===== src/rtl/rn_pkg.sv =====
package rn_pkg;

    typedef enum logic [2:0] {
        ST_RUN      = 3'd0,
        ST_IDLE     = 3'd1,
        ST_SQ_START = 3'd2,
        ST_SQ_BUSY  = 3'd3,
        ST_BLOCKED  = 3'd4,
        ST_UNBLOCK  = 3'd5,
        ST_SER_WAIT = 3'd6
    } rn_state_e;

    // Order of codes matches report priority: lower code wins
    typedef enum logic [1:0] {
        CAUSE_ROB  = 2'd0,
        CAUSE_IQ   = 2'd1,
        CAUSE_LSQ  = 2'd2,
        CAUSE_NONE = 2'd3
    } rn_cause_e;

endpackage


===== src/rtl/rn_sat_sub.sv =====
module rn_sat_sub #(
    parameter int W = 6
) (
    input  logic [W-1:0] a,
    input  logic [W-1:0] b,
    output logic [W-1:0] y
);
    always_comb begin
        y = (a > b) ? (a - b) : '0;
    end
endmodule


===== src/rtl/rn_first_flag.sv =====
module rn_first_flag #(
    parameter int WIDTH = 4,
    parameter int CW    = 3
) (
    input  logic [WIDTH-1:0] flags,
    input  logic [CW-1:0]    count,
    output logic             hit,
    output logic [CW-1:0]    idx
);
    // Lowest valid slot carrying a flag; slots at or above count are ignored
    always_comb begin
        hit = 1'b0;
        idx = CW'(WIDTH);
        for (int i = WIDTH - 1; i >= 0; i--) begin
            if (flags[i] && (CW'(i) < count)) begin
                hit = 1'b1;
                idx = CW'(i);
            end
        end
    end
endmodule


===== src/rtl/rn_full_pick.sv =====
module rn_full_pick
    import rn_pkg::*;
#(
    parameter int CNT_W = 6,
    parameter int CW    = 3
) (
    input  logic [CW-1:0]    demand,
    input  logic [CNT_W-1:0] rob_eff,
    input  logic [CNT_W-1:0] iq_eff,
    input  logic [CNT_W-1:0] lsq_free,
    input  logic [CNT_W-1:0] phys_free,
    output rn_cause_e        cause,
    output logic             reg_short
);
    logic [CNT_W-1:0] dem_x;

    always_comb begin
        dem_x     = CNT_W'(demand);
        reg_short = (phys_free < dem_x);
        if (rob_eff < dem_x)       cause = CAUSE_ROB;
        else if (iq_eff < dem_x)   cause = CAUSE_IQ;
        else if (lsq_free < dem_x) cause = CAUSE_LSQ;
        else                       cause = CAUSE_NONE;
    end
endmodule


===== src/rtl/rn_stall_ctrl.sv =====
module rn_stall_ctrl
    import rn_pkg::*;
#(
    parameter int WIDTH      = 4,
    parameter int CNT_W      = 6,
    parameter int SKID_DEPTH = 16
) (
    input  logic                         clk,
    input  logic                         rst_n,
    input  logic                         squash,
    input  logic                         exec_stall,
    input  logic                         commit_stall,
    input  logic [$clog2(WIDTH+1)-1:0]   in_cnt,
    input  logic [WIDTH-1:0]             in_ser,
    input  logic [CNT_W-1:0]             rob_free,
    input  logic [CNT_W-1:0]             iq_free,
    input  logic [CNT_W-1:0]             lsq_free,
    input  logic [CNT_W-1:0]             phys_free,
    input  logic [CNT_W-1:0]             ack_cnt,
    input  logic                         rob_empty,
    output logic [2:0]                   state,
    output logic                         block_up,
    output logic [$clog2(WIDTH+1)-1:0]   ren_cnt,
    output logic [1:0]                   stall_cause,
    output logic                         reg_short
);
    localparam int CW  = $clog2(WIDTH + 1);
    localparam int SKW = $clog2(SKID_DEPTH + 1);

    typedef struct packed {
        rn_state_e        st;
        logic [SKW-1:0]   skid;
        logic [CNT_W-1:0] infl;
    } ctl_t;

    ctl_t q, d;

    logic [CW-1:0]    in_eff, skid_cap, demand, ser_idx, ren;
    logic             ser_hit, short_w, stall_any;
    logic [CNT_W-1:0] rob_eff, iq_eff;
    rn_cause_e        cause;

    function automatic logic [SKW-1:0] skid_add(input logic [SKW-1:0] base,
                                                input logic [CW-1:0]  add);
        logic [SKW:0] s;
        s = {1'b0, base} + (SKW+1)'(add);
        if (s > (SKW+1)'(SKID_DEPTH)) return SKW'(SKID_DEPTH);
        return s[SKW-1:0];
    endfunction

    function automatic logic [CNT_W-1:0] infl_next(input logic [CNT_W-1:0] cur,
                                                   input logic [CW-1:0]    add,
                                                   input logic [CNT_W-1:0] sub);
        logic [CNT_W:0] s, a;
        s = {1'b0, cur} + (CNT_W+1)'(add);
        a = {1'b0, sub};
        if (s <= a) return '0;
        s = s - a;
        if (s[CNT_W]) return '1;
        return s[CNT_W-1:0];
    endfunction

    // In-flight entries are hidden from the ROB and IQ counts
    rn_sat_sub #(.W(CNT_W)) u_rob_eff (.a(rob_free), .b(q.infl), .y(rob_eff));
    rn_sat_sub #(.W(CNT_W)) u_iq_eff  (.a(iq_free),  .b(q.infl), .y(iq_eff));

    rn_first_flag #(.WIDTH(WIDTH), .CW(CW)) u_ser (
        .flags (in_ser),
        .count (in_eff),
        .hit   (ser_hit),
        .idx   (ser_idx)
    );

    rn_full_pick #(.CNT_W(CNT_W), .CW(CW)) u_pick (
        .demand    (demand),
        .rob_eff   (rob_eff),
        .iq_eff    (iq_eff),
        .lsq_free  (lsq_free),
        .phys_free (phys_free),
        .cause     (cause),
        .reg_short (short_w)
    );

    // Demand: how many instructions this state would rename now
    always_comb begin
        in_eff   = (in_cnt > CW'(WIDTH)) ? CW'(WIDTH) : in_cnt;
        skid_cap = (q.skid >= SKW'(WIDTH)) ? CW'(WIDTH) : CW'(q.skid);
        demand   = '0;
        if (!squash) begin
            case (q.st)
                ST_RUN, ST_IDLE:         demand = ser_hit ? ser_idx : in_eff;
                ST_BLOCKED, ST_UNBLOCK:  demand = skid_cap;
                default:                 demand = '0;
            endcase
        end
        stall_any = exec_stall | commit_stall | short_w | (cause != CAUSE_NONE);
    end

    // Next-state computation
    always_comb begin
        d   = q;
        ren = '0;
        if (squash) begin
            d.st = ST_SQ_START;
        end else begin
            case (q.st)
                ST_RUN, ST_IDLE: begin
                    if (stall_any) begin
                        d.skid = skid_add(q.skid, in_eff);
                        d.st   = ST_BLOCKED;
                    end else begin
                        ren = demand;
                        if (ser_hit) begin
                            d.skid = skid_add(q.skid, in_eff - demand);
                            d.st   = ST_SER_WAIT;
                        end else begin
                            d.st = (in_eff == '0) ? ST_IDLE : ST_RUN;
                        end
                    end
                end
                ST_BLOCKED: begin
                    d.skid = skid_add(q.skid, in_eff);
                    if (!stall_any) d.st = ST_UNBLOCK;
                end
                ST_UNBLOCK: begin
                    if (stall_any) begin
                        d.skid = skid_add(q.skid, in_eff);
                        d.st   = ST_BLOCKED;
                    end else begin
                        ren    = demand;
                        d.skid = skid_add(q.skid - SKW'(demand), in_eff);
                        if (d.skid == '0) d.st = ST_RUN;
                    end
                end
                ST_SER_WAIT: begin
                    d.skid = skid_add(q.skid, in_eff);
                    if (rob_empty && (q.infl == '0)) d.st = ST_UNBLOCK;
                end
                ST_SQ_START: d.st = ST_SQ_BUSY;
                ST_SQ_BUSY:  d.st = (in_eff != '0) ? ST_RUN : ST_IDLE;
                default:     d.st = ST_IDLE;
            endcase
        end
        d.infl = infl_next(q.infl, ren, ack_cnt);
        if (q.st == ST_SQ_START) begin
            d.skid = '0;
            d.infl = '0;
        end
    end

    always_ff @(posedge clk) begin
        if (!rst_n) begin
            q.st   <= ST_IDLE;
            q.skid <= '0;
            q.infl <= '0;
        end else begin
            q <= d;
        end
    end

    assign state       = q.st;
    assign block_up    = (q.skid != '0) || (q.st == ST_BLOCKED) || (q.st == ST_SER_WAIT);
    assign ren_cnt     = ren;
    assign stall_cause = cause;
    assign reg_short   = short_w;

endmodule


===== config.mk =====
export PLATFORM = sky130hd
export DESIGN_NAME = rn_stall_ctrl
export DESIGN_NICKNAME = d
export VERILOG_FILES = /design/src/rtl/rn_pkg.sv /design/src/rtl/rn_sat_sub.sv /design/src/rtl/rn_first_flag.sv /design/src/rtl/rn_full_pick.sv /design/src/rtl/rn_stall_ctrl.sv
export SDC_FILE = /design/constraint.sdc
export NUM_CORES = 1
export LEC_CHECK = 0
export CAP_MARGIN = 20
export CORE_ASPECT_RATIO = 0.5
export CORE_MARGIN = 2
export CORE_UTILIZATION = 35
export DETAILED_ROUTE_END_ITERATION = 16
export DONT_BUFFER_PORTS = 1
export HOLD_SLACK_MARGIN = 0.15
export PLACE_DENSITY = 0.48
export SYNTH_ARGS = -nofsm -noshare
export SYNTH_HDL_FRONTEND = slang
export SYNTH_SLANG_ARGS = --single-unit
export TNS_END_PERCENT = 5

===== constraint.sdc =====
create_clock -name clk -period 5.9 [get_ports clk]
set_clock_uncertainty 0.05 [all_clocks]
set_input_delay 1.18 -clock clk [delete_from_list [all_inputs] [get_ports clk]]
set_output_delay 1.18 -clock clk [all_outputs]
set_load 0.03 [all_outputs]

Yosys cells after proc, flatten, opt, wreduce, memory -nomap -nowiden:

Cells that the tools add are included.
W data, S select, Z words.

* order comparisons: 16
* equality and inequality tests: 14
* bitwise operators: 5
* multiplexer cells: 71
* add/subtract/negate cells: 9
* reductions and logical operators: 22

Operator list (number)
* $mux W5: 13
* $mux W3: 15
* $mux W6: 6
* $mux W1: 29
* $lt A6 B3 Y1: 4
* $pmux W5 S4: 1
* $add A5 B3 Y6: 3
* $gt A6 B5 Y1 const B: 3
* $pmux W3 S6: 1
* $mux W8: 2
* $gt A6 B6 Y1: 2
* $ne A3 B3 Y1 const B: 4
* $sub A6 B6 Y6: 2
* $eq A3 B3 Y1 const B: 3
* $reduce_and A3 Y1: 3
* $reduce_or A2 Y1: 4
* $add A6 B3 Y7: 1
* $le A7 B6 Y1: 1
* $sub A7 B6 Y7: 1
* $eq A3 B2 Y1 const B: 2
* $logic_not A3 Y1: 2
* $logic_not A6 Y1: 1
* $lt A1 B3 Y1 const A: 2
* $lt A2 B3 Y1 const A: 2
* 18 further kinds: 30

* output and inout port bits: 10
* word-level logic and storage cells: 141
* register bits: 14

Depth between registers and ports, before layout:

* depth after elaboration: 29
* depth in mapped cells: 29

Cells and area by module:

Synthesis repeated with hierarchy kept, for this count alone.

* cells, all modules: 404
* area total of the unflattened synthesis: 3090.5 sq um

By module, submodules not included
* rn_stall_ctrl: cells each 277, times used 1, area an instance 2124.5 sq um
* rn_sat_sub at u_iq_eff: cells each 43, times used 1, area an instance 341.6 sq um
* rn_sat_sub at u_rob_eff: cells each 43, times used 1, area an instance 310.3 sq um
* rn_full_pick: cells each 29, times used 1, area an instance 230.2 sq um
* rn_first_flag: cells each 12, times used 1, area an instance 83.8 sq um

Worst setup path after synthesis:

OpenSTA, ideal clock, no wires.

* path type: input port to flip-flop
* from: input port in_cnt[2]
* to: register q[2] (netlist bit)
* path slack: -0.683 ns
* stages: 24
* data arrival time: 6.398 ns
* buffers on the path: 1
* path through: buf_2 -> o21ai_0 -> a21oi_1 -> o21ai_0 -> ha_1 -> nor3_1 -> o311ai_2 -> o211ai_2 -> nor4b_4 -> nand4_2 -> a21oi_1 -> ha_1 -> inv_1 -> fa_1 -> inv_1 -> ha_1 -> nor2b_1 -> o21ai_0 -> a21oi_1 -> o21ai_0 -> a21oi_1 -> o32ai_1 -> a21o_1 -> a21oi_1

* elaborated cells on any way between the ends: 43
* those cells by class: 2 x add/sub; 10 x order compare; 1 x eq/ne; 24 x mux; 2 x bitwise; 4 x reduce/logical

RTL lines
* start: declaration: line rn_stall_ctrl.sv:13 `input logic [$clog2(WIDTH+1)-1:0] in_cnt,`
* $gt A3 B3 Y1: line rn_stall_ctrl.sv:86 `in_eff = (in_cnt > CW'(WIDTH)) ? CW'(WIDTH) : in_cnt;`
* $mux W3 *: line rn_stall_ctrl.sv:86
* $lt A2 B3 Y1: line rn_first_flag.sv:15 `if (flags[i] && (CW'(i) < count)) begin`
* $logic_and A1 B1 Y1: line rn_first_flag.sv:15
* $mux W3 or $mux W1 (tied branches) (4 in a row): line rn_first_flag.sv:15
* $mux W3 *: line rn_stall_ctrl.sv:91 `ST_RUN, ST_IDLE: demand = ser_hit ? ser_idx : in_eff;`
* $pmux W3 S2 *: line rn_stall_ctrl.sv:90 `case (q.st)`
* $mux W3 *: line rn_stall_ctrl.sv:89 `if (!squash) begin`
* [1 not listed]
* via reg_short: line rn_stall_ctrl.sv:25 `output logic reg_short`
* [4 not listed]
* $mux W3 *: line rn_stall_ctrl.sv:103 `if (squash) begin`
* via ren_cnt[0]: line rn_stall_ctrl.sv:23 `output logic [$clog2(WIDTH+1)-1:0] ren_cnt,`
* $add A6 B3 Y7 *: line rn_stall_ctrl.sv:55 `s = {1'b0, cur} + (CNT_W+1)'(add);`
* $sub A7 B6 Y7: line rn_stall_ctrl.sv:58 `s = s - a;`
* $mux W1: line rn_stall_ctrl.sv:59 `if (s[CNT_W]) return '1;`
* $mux W1: line rn_stall_ctrl.sv:58
* $mux W6: line rn_stall_ctrl.sv:60 `return s[CNT_W-1:0];`
* $mux W6 *: line rn_stall_ctrl.sv:58
* end: declaration: line rn_stall_ctrl.sv:36 `ctl_t q, d;`

Mark *: on every way through the listed nets, which the timed path passes. The rest lies on a longest branch. The select of a mux whose other input is x is not followed.
A chain may end at the register's enable or synchronous reset.

Worst setup path after layout:

* from: input port rob_free[0]
* to: register q[1] (netlist bit)

* word-level cells in the longest chain between the ends: 15
* elaborated cells on any way between the ends: 19
* those cells by class: 3 x add/sub; 3 x order compare; 1 x eq/ne; 11 x mux; 1 x bitwise

RTL lines
* start: declaration: line rn_stall_ctrl.sv:15 `input logic [CNT_W-1:0] rob_free,`
* $sub A6 B6 Y6 or $gt A6 B6 Y1 (tied branches): line rn_sat_sub.sv:9 `y = (a > b) ? (a - b) : '0;`
* $mux W6 *: line rn_sat_sub.sv:9
* $lt A6 B3 Y1 *: line rn_full_pick.sv:20 `if (rob_eff < dem_x) cause = CAUSE_ROB;`
* $mux W2 *: line rn_full_pick.sv:20
* $ne A2 B2 Y1 *: line rn_stall_ctrl.sv:96 `stall_any = exec_stall | commit_stall | short_w | (cause != CAUSE_NONE);`
* $or A1 B1 Y1 *: line rn_stall_ctrl.sv:96
* $mux W3 *: line rn_stall_ctrl.sv:108, rn_stall_ctrl.sv:126
* $mux W3 *
* $mux W3 *: line rn_stall_ctrl.sv:103
* $add A6 B3 Y7 *: line rn_stall_ctrl.sv:55
* $sub A7 B6 Y7: line rn_stall_ctrl.sv:58
* $mux W1: line rn_stall_ctrl.sv:59
* $mux W1: line rn_stall_ctrl.sv:58
* $mux W6: line rn_stall_ctrl.sv:60
* $mux W6 *: line rn_stall_ctrl.sv:58

Every way passes the cells marked *; elsewhere a longest branch is shown, timed or not. The select of a mux whose other input is x is not followed.

==> qor_table.md <==
| Metric | This run |
|:---|:---|
| WS Path Type | in -> reg |
| Final design utilization | 0.448 |
| Clock edge transition at the registers on the reported setup and hold paths | 50 ps |
| Ranking of synthesized cells by instance count | 47 x a21oi_1, 44 x inv_1, 40 x ha_1, 19 x o21ai_0, 18 x nor2_1 |
| Data required time of the critical path | 6030 ps |
| Share of power burned in combinational logic | 0.539 |
| Pwr Density | 158 nW/um^2 |
| Minimum setup slack after placement | -263 ps |
| Largest net degree at the start of global routing | 17 |
| Critical path launch point type | primary input |
| Worst hold path type | reg -> reg |
| Worst reg-to-reg setup slack | 460 ps |
| Number of warning messages in the yosys log | 0 |
| Crit Path Max Fanout | 6 |
| Final Setup Violations | 0 |
| Arrival time of the worst setup path | 5910 ps |
| Number of port buffers | 0 |
| Final weighted congestion in routability-driven placement | 0.848 |
| Fraction of post-synthesis cell area in the top cell type by area | 0.173 |
| Total via count after detailed routing | 2902 |
| Leakage power of the design | 0.00146 uW |
| Status | completed |
| Synth Register Bits | 14 |
| VDD IR max | 0.0824 mV |
| Number of CTS-inserted buffers | 3 |
| Number of synthesized flops with an enable pin | 0 |
| Proportion of layout cells with a drive suffix above 1 | 0.266 |
| Setup repair after global routing missed its margin | true |
| Endpoints failing hold | 0 |
| Final-layout worst hold slack | 601 ps |
| Sw Ratio | 0.409 |
| Maximum single-stage delay on the critical path | 570 ps |
| Number of antenna diodes | 0 |
| End of the worst hold path | q[6]$_SDFFE_PP0P_ |
| Buffer levels on the longest clock path | 2 |
| Overall overflow remaining after global route | 0 |
| Time the worst path needs with I/O delays and setup | 5780 ps |
| Mapped Cells | 379 |
| Y dimension of the die | 68.3 um |
| Measured slew at the worst slew-check pin | 614 ps |
| # hold bufs at CTS | 0 |
| Critical-path top delay cell | fa_2 |
| Clock root buffer | clkbuf_16 |
| Total global-route track usage | 0.183 |
| I/O pin count | 53 |
| Slew Limit Fails | 0 |
| Total negative setup slack | 0 ps |
| Source of the worst register-to-register timing path | q[0]$_SDFF_PP0_ |
| Number of nets produced by synthesis | 471 |
| Width of the die | 133 um |
| CTS tree | built |
| Core region area | 8030 sq um |
| FF-to-FF path depth | 28 |
| Cell count of the worst hold path | 2 |
| FP Rows | 23 |
| First-pass GRT wire length | 13.3 mm |
| Initial Utilization | 0.361 |
| Initial antenna violation count | 0 |
| Average via count per standard cell | 5.56 |
| Detailed placer's ending HPWL | 6.95 mm |
| Clk_lat worst skew | 240 ps |
| Detailed-route DRC error count | 0 |
| Destination of the worst register-to-register timing path | q[1]$_SDFF_PP0_ |
| Net switching power of the design | 232 uW |
| Layer with the highest usage after global routing | met2 |
| Die Area | 9060 sq um |
| Most common flop cell mapped by yosys | dfxtp_1 |
| Final ANT Viol Nets | 0 |
| Met3 global-route usage | 0.0304 |
| Routing usage on met2 | 0.341 |
| Slack of the critical path | 117 ps |
| Library cell with the largest summed area after synthesis | ha_1 |
| Routed length per instance | 16.3 um |
| GR Util met1 | 0.232 |
| Sequential cell fraction of total power | 0.208 |
| H-tree depth reported by CTS | 1 |
| Max-slew headroom | 0.589 |
| Starting DRC count in detailed routing | 84 |
| Sequential fraction of the synthesis area | 0.0968 |
| Top cell by count, worst path | a21oi_2 |
| Portion of total power attributed to the clock network | 0.253 |
| Netlist Area Pre-Place | 2900 sq um |
| Cell Int Power | 335 uW |
| Via count of the first global-routing pass | 2800 |
| Fin nets | 503 |
| Post-Route WL | 8.50 mm |
| Post-route fraction of the period consumed by the critical path | 0.980 |
| Clk sinks | 14 |
| Hold_sp | q[6]$_SDFFE_PP0P_ |
| Peak Freq | 173 MHz |
| Top cells by area in the synthesized netlist | ha_1 17%, dfxtp_1 9.7%, a21oi_1 8.1%, fa_1 6.2%, inv_1 5.7% |
| Crit end category | flip-flop |
| Fraction of registers with async set/reset | 0 |
| Count of distinct cell types in the synthesized netlist | 68 |
| Area grow syn2layout | 24.1% |
| Synthesized area per cell | 7.64 sq um |
| Number of iterations in the first detailed-routing pass | 4 |
| Max-cap viol count | 0 |
| Most used standard cell by instance count after synthesis | a21oi_1 |
## what timing repair did
| item | in CTS | in global routing |
|---|---|---|
| setup endpoints to repair | 6 | 6 |
| resized for setup | 1 | 47 |
| endpoints found under the hold margin | 0 | 0 |
| pin swaps | 0 | 35 |
| setup buffers | 0 | 6 |
## cells by family (layout without fill, tap and decap cells)
| family | count (synthesis) | in the layout | synth area share |
|---|---|---|---|
| and+or+nand+nor | 107 | 107 | 0.221 |
| adders and majority gates | 49 | 49 | 0.235 |
| AOI/OAI and AO/OA | 132 | 132 | 0.305 |
| xor gates and xnor gates | 20 | 20 | 0.0605 |
| DFF | 14 | 14 | 0.0968 |
| buffers and inverters | 57 | 88 | 0.0812 |
## registers in the layout, indices dropped and copies added (netlist names)
name	count
q	11
state	3
## worst max-delay path, delay by kind of cell
family	cells	cell delay, ps
adder cells (fa/ha/maj)	6	1830
AO/OA/AOI/OAI	14	2130
buffers and inverters	6	390
AND/OR/NAND/NOR	3	370
## layout make-up
| cell class | instances | area [sq um] |
|---|---|---|
| tap | 112 | 140 |
| timing repair buffer | 39 | 297 |
| inverter | 45 | 184 |
| fill | 809 | 4430 |
| multi-input combinational | 308 | 2610 |
| clock buffer | 4 | 88.8 |
| sequential | 14 | 280 |
## stage by stage
step           total power (uW)  area [sq um]  std cells
3_3_place_gp                398          3260        512
4_1_cts                     550          3360        516
6_report                    567          3600        522
3_5_place_dp                406          3260        512
5_1_grt                     610          3600        522
2_1_floorplan               337          2940        379
## cell usage in the layout, fill, tap and decap left out, types with 6 or more instances in the layout
master,synthesis,layout
nand2_1,13,13
or3_1,8,8
nor3_1,6,6
a211oi_1,9,8
xor2_1,8,8
xnor2_1,12,11
nor2_1,18,16
nand3_1,13,13
o21ai_0,19,13
inv_1,44,38
buf_4,3,38
a21oi_2,0,13
ha_1,40,35
a21oi_1,47,33
dfxtp_1,14,14
nand2b_1,8,8
a21o_1,9,8
nor2b_1,9,7
## routing by layer
layer,up-vias,routed length (um)
met5,-,0
met1,1380,3980
met3,6,252
met2,45,4210
met4,0,56
li1,1471,-
## worst max-delay path by stage
stage           startpoint              end  slack, ps  cells past startpoint
4_1_cts        rob_free[0]  q[1]$_SDFF_PP0_         40                     29
5_1_grt        rob_free[0]  q[5]$_SDFF_PP0_       -150                     29
3_3_place_gp   rob_free[0]  q[3]$_SDFF_PP0_       -120                     29
6_report       rob_free[0]  q[1]$_SDFF_PP0_        120                     29
3_5_place_dp   rob_free[0]  q[2]$_SDFF_PP0_       -260                     29
2_1_floorplan   iq_free[0]  q[0]$_SDFF_PP0_       -130                     29
## power groups by stage
stage / sequential (uW) / clock, uW / combinational (uW)
final: 118 / 143 / 305
after global placement: 119 / 0 / 278
after floorplan: 109 / 0 / 227
after detailed placement: 120 / 0 / 287
after global routing: 119 / 150 / 341
after CTS: 118 / 143 / 289
Note: power is estimated with default switching activity, not from simulation.
